[config.mk]
export PLATFORM = sky130hd
export DESIGN_NAME = chain_irq_node
export DESIGN_NICKNAME = d
export VERILOG_FILES = /design/src/rtl/chain_pkg.sv /design/src/rtl/chain_node_fsm.sv /design/src/rtl/chain_line_gate.sv /design/src/rtl/chain_addr_drive.sv /design/src/rtl/chain_irq_node.sv
export SDC_FILE = /design/constraint.sdc
export NUM_CORES = 1
export LEC_CHECK = 0
export BUFFER_PORTS_ARGS = -buffer_cell sky130_fd_sc_hd__buf_4
export CAP_MARGIN = 40
export CORE_AREA = 8 8 45 47
export CTS_CLUSTER_SIZE = 24
export DETAILED_ROUTE_END_ITERATION = 12
export DIE_AREA = 0 0 53 55
export GPL_TIMING_DRIVEN = 0
export PLACE_DENSITY = 0.69
export SLEW_MARGIN = 20
export SYNTH_ARGS = -nofsm -noshare
export SYNTH_HDL_FRONTEND = slang
export SYNTH_SLANG_ARGS = --single-unit
[constraint.sdc]
create_clock -name clk -period 3.38 [get_ports clk]
set_clock_uncertainty 0.15 [all_clocks]
set_input_delay 0.338 -clock clk [delete_from_list [all_inputs] [get_ports clk]]
set_output_delay 0.338 -clock clk [all_outputs]
set_load 0.05 [all_outputs]
[src/rtl/chain_pkg.sv]
// Package: shared state encoding for the daisy-chain interrupt node.
// Assumes: one node per package user; no parameters needed here.
package chain_pkg;
    typedef enum logic [2:0] {
        NODE_IDLE = 3'd0,   // transparent, chain closed
        NODE_OPEN = 3'd1,   // chain cut, own request not yet raised
        NODE_REQ  = 3'd2,   // own request raised, waiting for acknowledge
        NODE_ACK  = 3'd3,   // acknowledge seen, answering on the bus
        NODE_SERV = 3'd4    // service routine running, chain cut
    } node_state_t;
endpackage

[src/rtl/chain_node_fsm.sv]
// Module: sequencing of one daisy-chain interrupt node.
// Holds the request/acknowledge/service state, the pending flag and the
// sampled end-of-service line used to find its rising edge.
// Assumes: chain inputs are synchronous to clk and the end-of-service pulse
// is low for at least one full clock period at this node.
module chain_node_fsm
    import chain_pkg::*;
(
    input  logic        clk,
    input  logic        rst_n,
    input  logic        dev_req,
    input  logic        up_iak_n,
    input  logic        up_ise_n,
    output node_state_t state,
    output logic        chain_held,
    output logic        own_irq,
    output logic        ise_block,
    output logic        may_answer
);
    node_state_t state_nx;
    logic        pend_q;
    logic        ise_q;
    logic        start_req;
    logic        ise_rise;

    // Purpose: decide whether a new request may take the chain now.
    always_comb begin
        start_req = (state == NODE_IDLE) && (pend_q || dev_req) && up_iak_n;
        ise_rise  = up_ise_n && !ise_q;
    end

    // Purpose: next-state selection for the node.
    always_comb begin
        state_nx = state;
        unique case (state)
            NODE_IDLE: if (start_req)         state_nx = NODE_OPEN;
            NODE_OPEN: state_nx = up_iak_n ? NODE_REQ : NODE_ACK;
            NODE_REQ:  if (!up_iak_n)         state_nx = NODE_ACK;
            NODE_ACK:  if (up_iak_n)          state_nx = NODE_SERV;
            NODE_SERV: if (ise_rise)          state_nx = NODE_IDLE;
            default:                          state_nx = NODE_IDLE;
        endcase
    end

    // Purpose: state register.
    always_ff @(posedge clk) begin
        if (!rst_n) state <= NODE_IDLE;
        else        state <= state_nx;
    end

    // Purpose: remember a request that could not start at once.
    always_ff @(posedge clk) begin
        if (!rst_n)         pend_q <= 1'b0;
        else if (start_req) pend_q <= 1'b0;
        else if (dev_req)   pend_q <= 1'b1;
    end

    // Purpose: previous value of the end-of-service line for edge finding.
    always_ff @(posedge clk) begin
        if (!rst_n) ise_q <= 1'b1;
        else        ise_q <= up_ise_n;
    end

    // Purpose: status decode used by the gating and bus driver blocks.
    always_comb begin
        chain_held = (state != NODE_IDLE);
        own_irq    = (state == NODE_REQ) || (state == NODE_ACK);
        ise_block  = (state == NODE_ACK) || (state == NODE_SERV);
        may_answer = (state == NODE_OPEN) || (state == NODE_REQ) || (state == NODE_ACK);
    end

    // the own request is only ever raised after a cycle of cut chain.
    a_r3_open_before_irq: assert property (@(posedge clk) disable iff (!rst_n)
        (state == NODE_REQ) |-> ($past(state) == NODE_OPEN || $past(state) == NODE_REQ));
endmodule

[src/rtl/chain_line_gate.sv]
// Module: combinational pass/block gating of the three chain lines.
// Assumes: all chain lines are active low; a cut line is driven inactive (1).
module chain_line_gate (
    input  logic chain_held,
    input  logic own_irq,
    input  logic ise_block,
    input  logic dn_irq_n,
    input  logic up_iak_n,
    input  logic up_ise_n,
    output logic up_irq_n,
    output logic dn_iak_n,
    output logic dn_ise_n
);
    // Purpose: merge the own request with the forwarded lower request.
    always_comb begin
        if (own_irq)         up_irq_n = 1'b0;
        else if (chain_held) up_irq_n = 1'b1;
        else                 up_irq_n = dn_irq_n;
    end

    // Purpose: forward or cut acknowledge and end-of-service downward.
    always_comb begin
        dn_iak_n = chain_held ? 1'b1 : up_iak_n;
        dn_ise_n = ise_block  ? 1'b1 : up_ise_n;
    end
endmodule

[src/rtl/chain_addr_drive.sv]
// Module: bus driver for the switch-set service address.
// Assumes: the pad ring turns bus_en low into high impedance; data is forced
// to zero while disabled so no stale value reaches the pad.
module chain_addr_drive #(
    parameter int ADDR_W = 16
) (
    input  logic              may_answer,
    input  logic              up_iak_n,
    input  logic [ADDR_W-1:0] isr_addr_sw,
    output logic              bus_en,
    output logic [ADDR_W-1:0] bus_data
);
    // Purpose: answer an acknowledge in the same cycle it appears.
    always_comb begin
        bus_en   = may_answer && !up_iak_n;
        bus_data = bus_en ? isr_addr_sw : '0;
    end
endmodule

[src/rtl/chain_irq_node.sv]
// Module: top of one daisy-chain interrupt node.
// Ties the sequencing FSM, the chain line gating and the address driver.
// Assumes: synchronous chain signals, one-cycle dev_req pulses, and an
// end-of-service pulse at least one clock wide.
module chain_irq_node
    import chain_pkg::*;
#(
    parameter int ADDR_W = 16
) (
    input  logic              clk,
    input  logic              rst_n,
    input  logic              dev_req,
    input  logic [ADDR_W-1:0] isr_addr_sw,
    output logic              up_irq_n,
    input  logic              up_iak_n,
    input  logic              up_ise_n,
    input  logic              dn_irq_n,
    output logic              dn_iak_n,
    output logic              dn_ise_n,
    output logic [ADDR_W-1:0] bus_data,
    output logic              bus_en
);
    node_state_t state;
    logic        chain_held;
    logic        own_irq;
    logic        ise_block;
    logic        may_answer;

    chain_node_fsm u_fsm (
        .clk        (clk),
        .rst_n      (rst_n),
        .dev_req    (dev_req),
        .up_iak_n   (up_iak_n),
        .up_ise_n   (up_ise_n),
        .state      (state),
        .chain_held (chain_held),
        .own_irq    (own_irq),
        .ise_block  (ise_block),
        .may_answer (may_answer)
    );

    chain_line_gate u_gate (
        .chain_held (chain_held),
        .own_irq    (own_irq),
        .ise_block  (ise_block),
        .dn_irq_n   (dn_irq_n),
        .up_iak_n   (up_iak_n),
        .up_ise_n   (up_ise_n),
        .up_irq_n   (up_irq_n),
        .dn_iak_n   (dn_iak_n),
        .dn_ise_n   (dn_ise_n)
    );

    chain_addr_drive #(.ADDR_W(ADDR_W)) u_drive (
        .may_answer  (may_answer),
        .up_iak_n    (up_iak_n),
        .isr_addr_sw (isr_addr_sw),
        .bus_en      (bus_en),
        .bus_data    (bus_data)
    );

    // the bus is never driven while the service routine runs.
    a_r4_quiet_in_service: assert property (@(posedge clk) disable iff (!rst_n)
        (state == NODE_SERV) |-> !bus_en);

    // the request is released the cycle after the acknowledge ends.
    a_r5_irq_released: assert property (@(posedge clk) disable iff (!rst_n)
        (state == NODE_ACK && up_iak_n) |=> up_irq_n);

    // no acknowledge leaks downstream while the chain is cut.
    a_r6_iak_blocked: assert property (@(posedge clk) disable iff (!rst_n)
        (state == NODE_SERV) |-> dn_iak_n);

    // the end-of-service pulse is absorbed during service.
    a_r7_ise_swallowed: assert property (@(posedge clk) disable iff (!rst_n)
        (state == NODE_SERV) |-> dn_ise_n);
endmodule

==> run summary, run 1 <==
Detailed placement HPWL = 1110 um
Layout cells sized above 1 = 73.3%
Antenna Nets Post-Route = 0
Worst-Margin Slew = 0.298 ns
Crit path launch type = register
Yosys warning count = 0
Status = completed
Peak VDD IR = 0.200 mV
Num rows = 14
Initial Utilization = 27.5%
Root Buffer = clkbuf_4
Post-Syn Area per Cell = 8.45 um^2
Endpoint type of the worst setup path = output pin
Pins Over Slew Limit = 0
RSZ-0062 raised after global routing = false
Hold_buf cts = 0
WS Path Type = register to output pin
Final hold violations = 0
Vias post-DR = 485
I/O pin count = 42
Power per cell area = 371 nW/um^2
Tightest Hold Check Type = input port to register
GR Util met2 = 12.7%
CTS tree = done
Clk buf depth = 2
Total global routing overflow = 0
Final WS setup = 1.39 ns
CTS H-tree lvls = 1
Sequential area share after synthesis = 26.3%
Worst-Skew Late Latency = 0.25 ns
Gr usage total = 8.54%
Setup TNS = 0 ns
Arrival time worst endpoint = 1.50 ns
CTS Buf Count = 3
Avg WL per Cell = 12.6 um
Sink Count = 5
NumNets Final = 113
Resized Gates After CTS = 0
Distinct cells, synth = 18
Crit Path Max Fanout = 10
DR pass1 iterations = 4
Number of global-route vias before repair = 450
FF+latch count, synth = 5
Max Freq = 504 MHz
Setup violators final = 0
Syn Inst Count = 45
Die width = 53 um
Fin crit share = 58.8%
Initial antenna violation count = 0
M3 GR Usage = 5.08%
Iter 0 DRT Violations = 3
Reg clk slew, reported paths = 0.05 ns
Syn nets = 67
Port buffer count = 41
DRC = 0
Antenna Cells = 0
MaxCap Viol Count = 0
Die Y = 55 um
Slew margin rel. = 80.1%
Total setup buffers inserted after CTS = 0
Tmin final = 1.99 ns
Leakage = 0.000382 uW
Gr busiest metal = met2
CP required = 2.89 ns
Vias per Instance = 4.58
Core Box Area = 1380 um^2
Layout area overhead = 93.1%
Die ar. = 2920 um^2
DRT Wirelength = 1340 um
Routability Congestion = 0.711
Met1 global-route usage = 9.16%
Synth Cell Area = 380 um^2
Largest net degree at the start of global routing = 11
First-pass GRT wire length = 1890 um
Post-Place Worst Slack = 1.64 ns
critical path, cell delays in order, from the launching register on:
cell,delay [ns]
dfxtp_1,0.43
nor2_4,0.09
nor3_4,0.24
buf_6,0.17
and2_2,0.14
buf_4,0.19
registers in the layout, summed over array words and instances, names as in the netlist:
register,cells
u_fsm.ise_q,1
u_fsm.pend_q,1
u_fsm.state,3
per-stage QoR:
step / power [uW] / area (um^2) / instances / hold WS [ns] / utilization [%]
floorplan: 155 / 380 / 45 / 0.261 / -
global placement: 202 / 708 / 102 / 0.369 / 51.2
detailed placement: 203 / 708 / 102 / 0.379 / 51.2
CTS: 277 / 734 / 106 / 0.140 / 53.1
global route: 285 / 734 / 106 / 0.158 / 53.1
finish: 273 / 734 / 106 / 0.143 / 53.1
logic make-up after synthesis:
logic type      synth area share (%)
flops                           26.3
compound gates                  10.5
mux                             2.96
simple gates                    57.2
buf+inv                         2.96
cell usage in the layout, fill, tap and decap left out, types with 2 or more instances in the layout:
cell | synthesis | final
nand2b_1 | 3 | 3
nand3_1 | 2 | 2
dfxtp_1 | 5 | 5
clkbuf_4 | 0 | 3
and2_2 | 16 | 16
nor2_1 | 4 | 4
buf_4 | 0 | 41
nand2_1 | 2 | 2
o21ai_0 | 2 | 2
final cells by class:
class | count | area, um^2
flip-flops and latches | 5 | 100
repair buffers | 41 | 308
multi-input cells | 39 | 269
plain buffers | 1 | 11.3
clock buffers | 4 | 26.3
well taps | 16 | 20.0
fillers | 151 | 649
layer usage:
metal | routed length, um | vias to the layer above
li1 | - | 240
met1 | 482 | 208
met2 | 528 | 35
met3 | 320 | 2
met4 | 4 | 0
met5 | 0 | -
final timing paths:
kind                                     from                           to  slack, ns  cells after the start
setup / recovery  u_fsm.state[1]$_SDFFE_PN0P_                  bus_data[8]       1.39                      5
hold / removal                          rst_n       u_fsm.ise_q$_SDFF_PN1_       0.14                      2
setup reg to reg  u_fsm.state[0]$_SDFFE_PN0P_  u_fsm.state[0]$_SDFFE_PN0P_       2.16                      3
hold reg to reg     u_fsm.pend_q$_SDFFE_PP0P_    u_fsm.pend_q$_SDFFE_PP0P_       0.39                      2
cells in the mapped netlist:
cell type,number,area share (%)
and2_2,16,32
a211o_2,1,2.6
o21bai_1,1,2.0
buf_6,1,3.0
nor2_1,4,3.9
nor3_4,1,4.3
nand2_1,2,2.0
nor2b_1,1,1.6
and3_2,1,2.0
nand3_1,2,2.6
dfxtp_1,5,26
o21ai_0,2,2.6
mux2_2,1,3.0
a21oi_1,1,1.3
a21boi_0,1,2.0
nor3_1,1,1.3
nand2b_1,3,4.9
nor2_4,1,3.0
power breakdown:
group          leakage (uW)  internal, uW  switching, uW
logic              0.000326          52.4           80.9
registers         0.0000412          63.3           4.70
clock network     0.0000150          44.8           26.7
Power figures use the tool's default switching activity.
==> run 2, diff against run 1 <==
ABC_AREA = 1   (was unset)
CORE_AREA = unset   (was 8 8 45 47)
CORE_MARGIN = 8   (was unset)
CORE_UTILIZATION = 32   (was unset)
DIE_AREA = unset   (was 0 0 53 55)
PLACE_DENSITY = 0.73   (was 0.69)
clock period = 1.65 ns   (was 3.38 ns; I/O delays follow)
==> run summary, run 2 <==
DRC = 0
Post-synth EDFFs = 0
Async S/R FF share, synth = 0%
Initial Utilization = 32.7%
MaxCap Viol Count = 0
Sink Count = 5
Port buffer count = 41
Top area cells in the synthesized netlist = inv_1 22%, dfxtp_1 21%, nor2_1 19%
Vias post-DR = 634
Min Hold Slack = 0.0384 ns
Commonest non-fill, non-tap cell in the layout = buf_4
Setup violators final = 0
Worst-Margin Slew = 0.219 ns
WL met3 = 357 um
Finished Layout Cells = 150
Setup TNS = 0 ns
Top-area cell type share of the netlist area = 21.6%
Pins Over Slew Limit = 0
Top-count cell post-synth = inv_1
CTS tree = done
Die width = 54.3 um
Core Box Area = 1440 um^2
Seq pwr share = 15.2%
Slew margin rel. = 85.4%
Layout area overhead = 89.6%
Routability Congestion = 0.788
Total setup buffers inserted after CTS = 0
Tmin final = 1.58 ns
Max Freq = 632 MHz
Avg WL per Cell = 10.3 um
NumNets Final = 157
Iter 0 DRT Violations = 8
CTS Buf Count = 3
Clk network pwr share = 9.8%
Fill cells = 140
Post-Syn Area per Cell = 5.39 um^2
Met2 routed WL = 611 um
Arrival time worst endpoint = 1.27 ns
Detailed placement HPWL = 1280 um
Yosys top cell by area = inv_1
Cell count after placement = 144
Distinct cells, synth = 17
Largest net degree at the start of global routing = 11
Tightest Hold Check Type = input port to register
Antenna Nets Post-Route = 0
Root Buffer = clkbuf_4
Combinational share of power = 74.9%
Gr usage total = 9.49%
Status = completed
Largest Register = u_fsm.state
P_int = 589 uW
Clk buf depth = 2
Antenna Cells = 0
Power per cell area = 1540 nW/um^2
Syn nets = 109
M1 WL = 572 um
Syn Inst Count = 87
WS Path Type = register to output pin
DR pass1 iterations = 3
Peak VDD IR = 0.958 mV
Top Metal Used = met3
Die Y = 54.3 um
CTS H-tree lvls = 1
Initial antenna violation count = 0
CP required = 1.33 ns
Synth Cell Area = 469 um^2
Post-synth top flop = dfxtp_1
Reg clk slew, reported paths = 0.04 ns
Worst-Skew Late Latency = 0.23 ns
FF+latch count, synth = 5
Num rows = 14
First-pass GRT wire length = 2150 um
Sequential area share after synthesis = 21.3%
NetSw = 780 uW
Leakage = 0.000563 uW
DRT Wirelength = 1540 um
Die ar. = 2950 um^2
Largest register FFs = 3
Commonest cells post-synth = 27 x inv_1, 24 x nor2_1, 12 x nand2_1
Crit Path Max Fanout = 10
I/O pin count = 42
Commonest non-fill, non-tap cells in the layout = 37 x buf_4, 27 x inv_1, 20 x nor2_1
Vias per Instance = 4.23
Number of global-route vias before repair = 531
Biggest regs = u_fsm.state x3, u_fsm.ise_q x1, u_fsm.pend_q x1
Yosys warning count = 0
Crit path launch type = register
Fin crit share = 95.8%
Layout cells sized above 1 = 46.3%
Final hold violations = 0
Total global routing overflow = 0
Endpoint type of the worst setup path = output pin
Sw Share = 57.0%
[run 2: cell count changes after synthesis, moves of 3 or more]
cell,before,now
inv_1,0,27
nor2_1,4,24
and2_2,16,0
nand2_1,2,12
nand2b_1,3,0
[run 2: metrics by stage]
| stage | worst slack (ns) | power, uW | util, % | cell area, um^2 |
|---|---|---|---|---|
| after floorplan | -0.0963 | 912 | - | 469 |
| after global placement | 0.192 | 1170 | 55.5 | 797 |
| after detailed placement | 0.173 | 1180 | 55.5 | 797 |
| after CTS | 0.00597 | 1350 | 60.1 | 863 |
| after global routing | -0.0000947 | 1460 | 61.9 | 890 |
| final | 0.0688 | 1370 | 61.9 | 890 |
[run 2: cell families (layout without fill, tap and decap cells)]
| kind of cell | count (synthesis) | count (layout) | share of synthesized area (%) |
|---|---|---|---|
| AOI/OAI and AO/OA | 3 | 3 | 4.00 |
| buffers and inverters | 30 | 77 | 25.6 |
| DFF | 5 | 5 | 21.3 |
| and+or+nand+nor | 49 | 49 | 49.1 |
[run 2: path summary, 6_finish.rpt]
kind | startpoint | end | slack, ns | cells after the start
hold reg to reg | u_fsm.pend_q$_SDFFE_PP0P_ | u_fsm.pend_q$_SDFFE_PP0P_ | 0.40 | 4
setup reg to reg | u_fsm.state[0]$_SDFFE_PN0P_ | u_fsm.state[0]$_SDFFE_PN0P_ | 0.42 | 6
hold / removal | rst_n | u_fsm.state[2]$_SDFFE_PN0P_ | 0.04 | 3
setup / recovery | u_fsm.state[2]$_SDFFE_PN0P_ | bus_data[9] | 0.07 | 5
[run 2: final cells by class]
cell class	count	area, um^2	area share (%)
plain buffers	1	11.3	1.27
inverters	29	109	12.2
well taps	16	20.0	2.25
multi-input cells	52	274	30.8
clock buffers	4	26.3	2.95
repair buffers	43	343	38.5
flip-flops and latches	5	106	12.0
[run 2: layer usage]
layer | vias to the layer above | global-route usage [%]
met5 | - | 0
met4 | 0 | 6.15
met3 | 0 | 3.53
met2 | 36 | 15.3
met1 | 257 | 10.2
li1 | 341 | -
[run 2: power groups by stage]
stage / sequential, uW / clock [uW] / combinational (uW)
after floorplan: 186 / 0 / 726
after global placement: 192 / 0 / 977
after detailed placement: 193 / 0 / 983
after CTS: 197 / 144 / 1010
after global routing: 214 / 147 / 1100
final: 209 / 134 / 1030
[run 2: timing repair]
action,in CTS,in global routing
gates resized for setup,7,8
pin swaps,0,1
hold endpoints to repair,1,0
gates cloned,0,0
endpoints found under the setup margin,10,10
hold buffers,2,0
[run 2: worst max-delay path, cell delays in order (launching register included)]
cell and delay, ns:
dfxtp_2 0.37, nor2_4 0.13, nand2_4 0.09, buf_6 0.15, nor2_1 0.12, buf_6 0.18
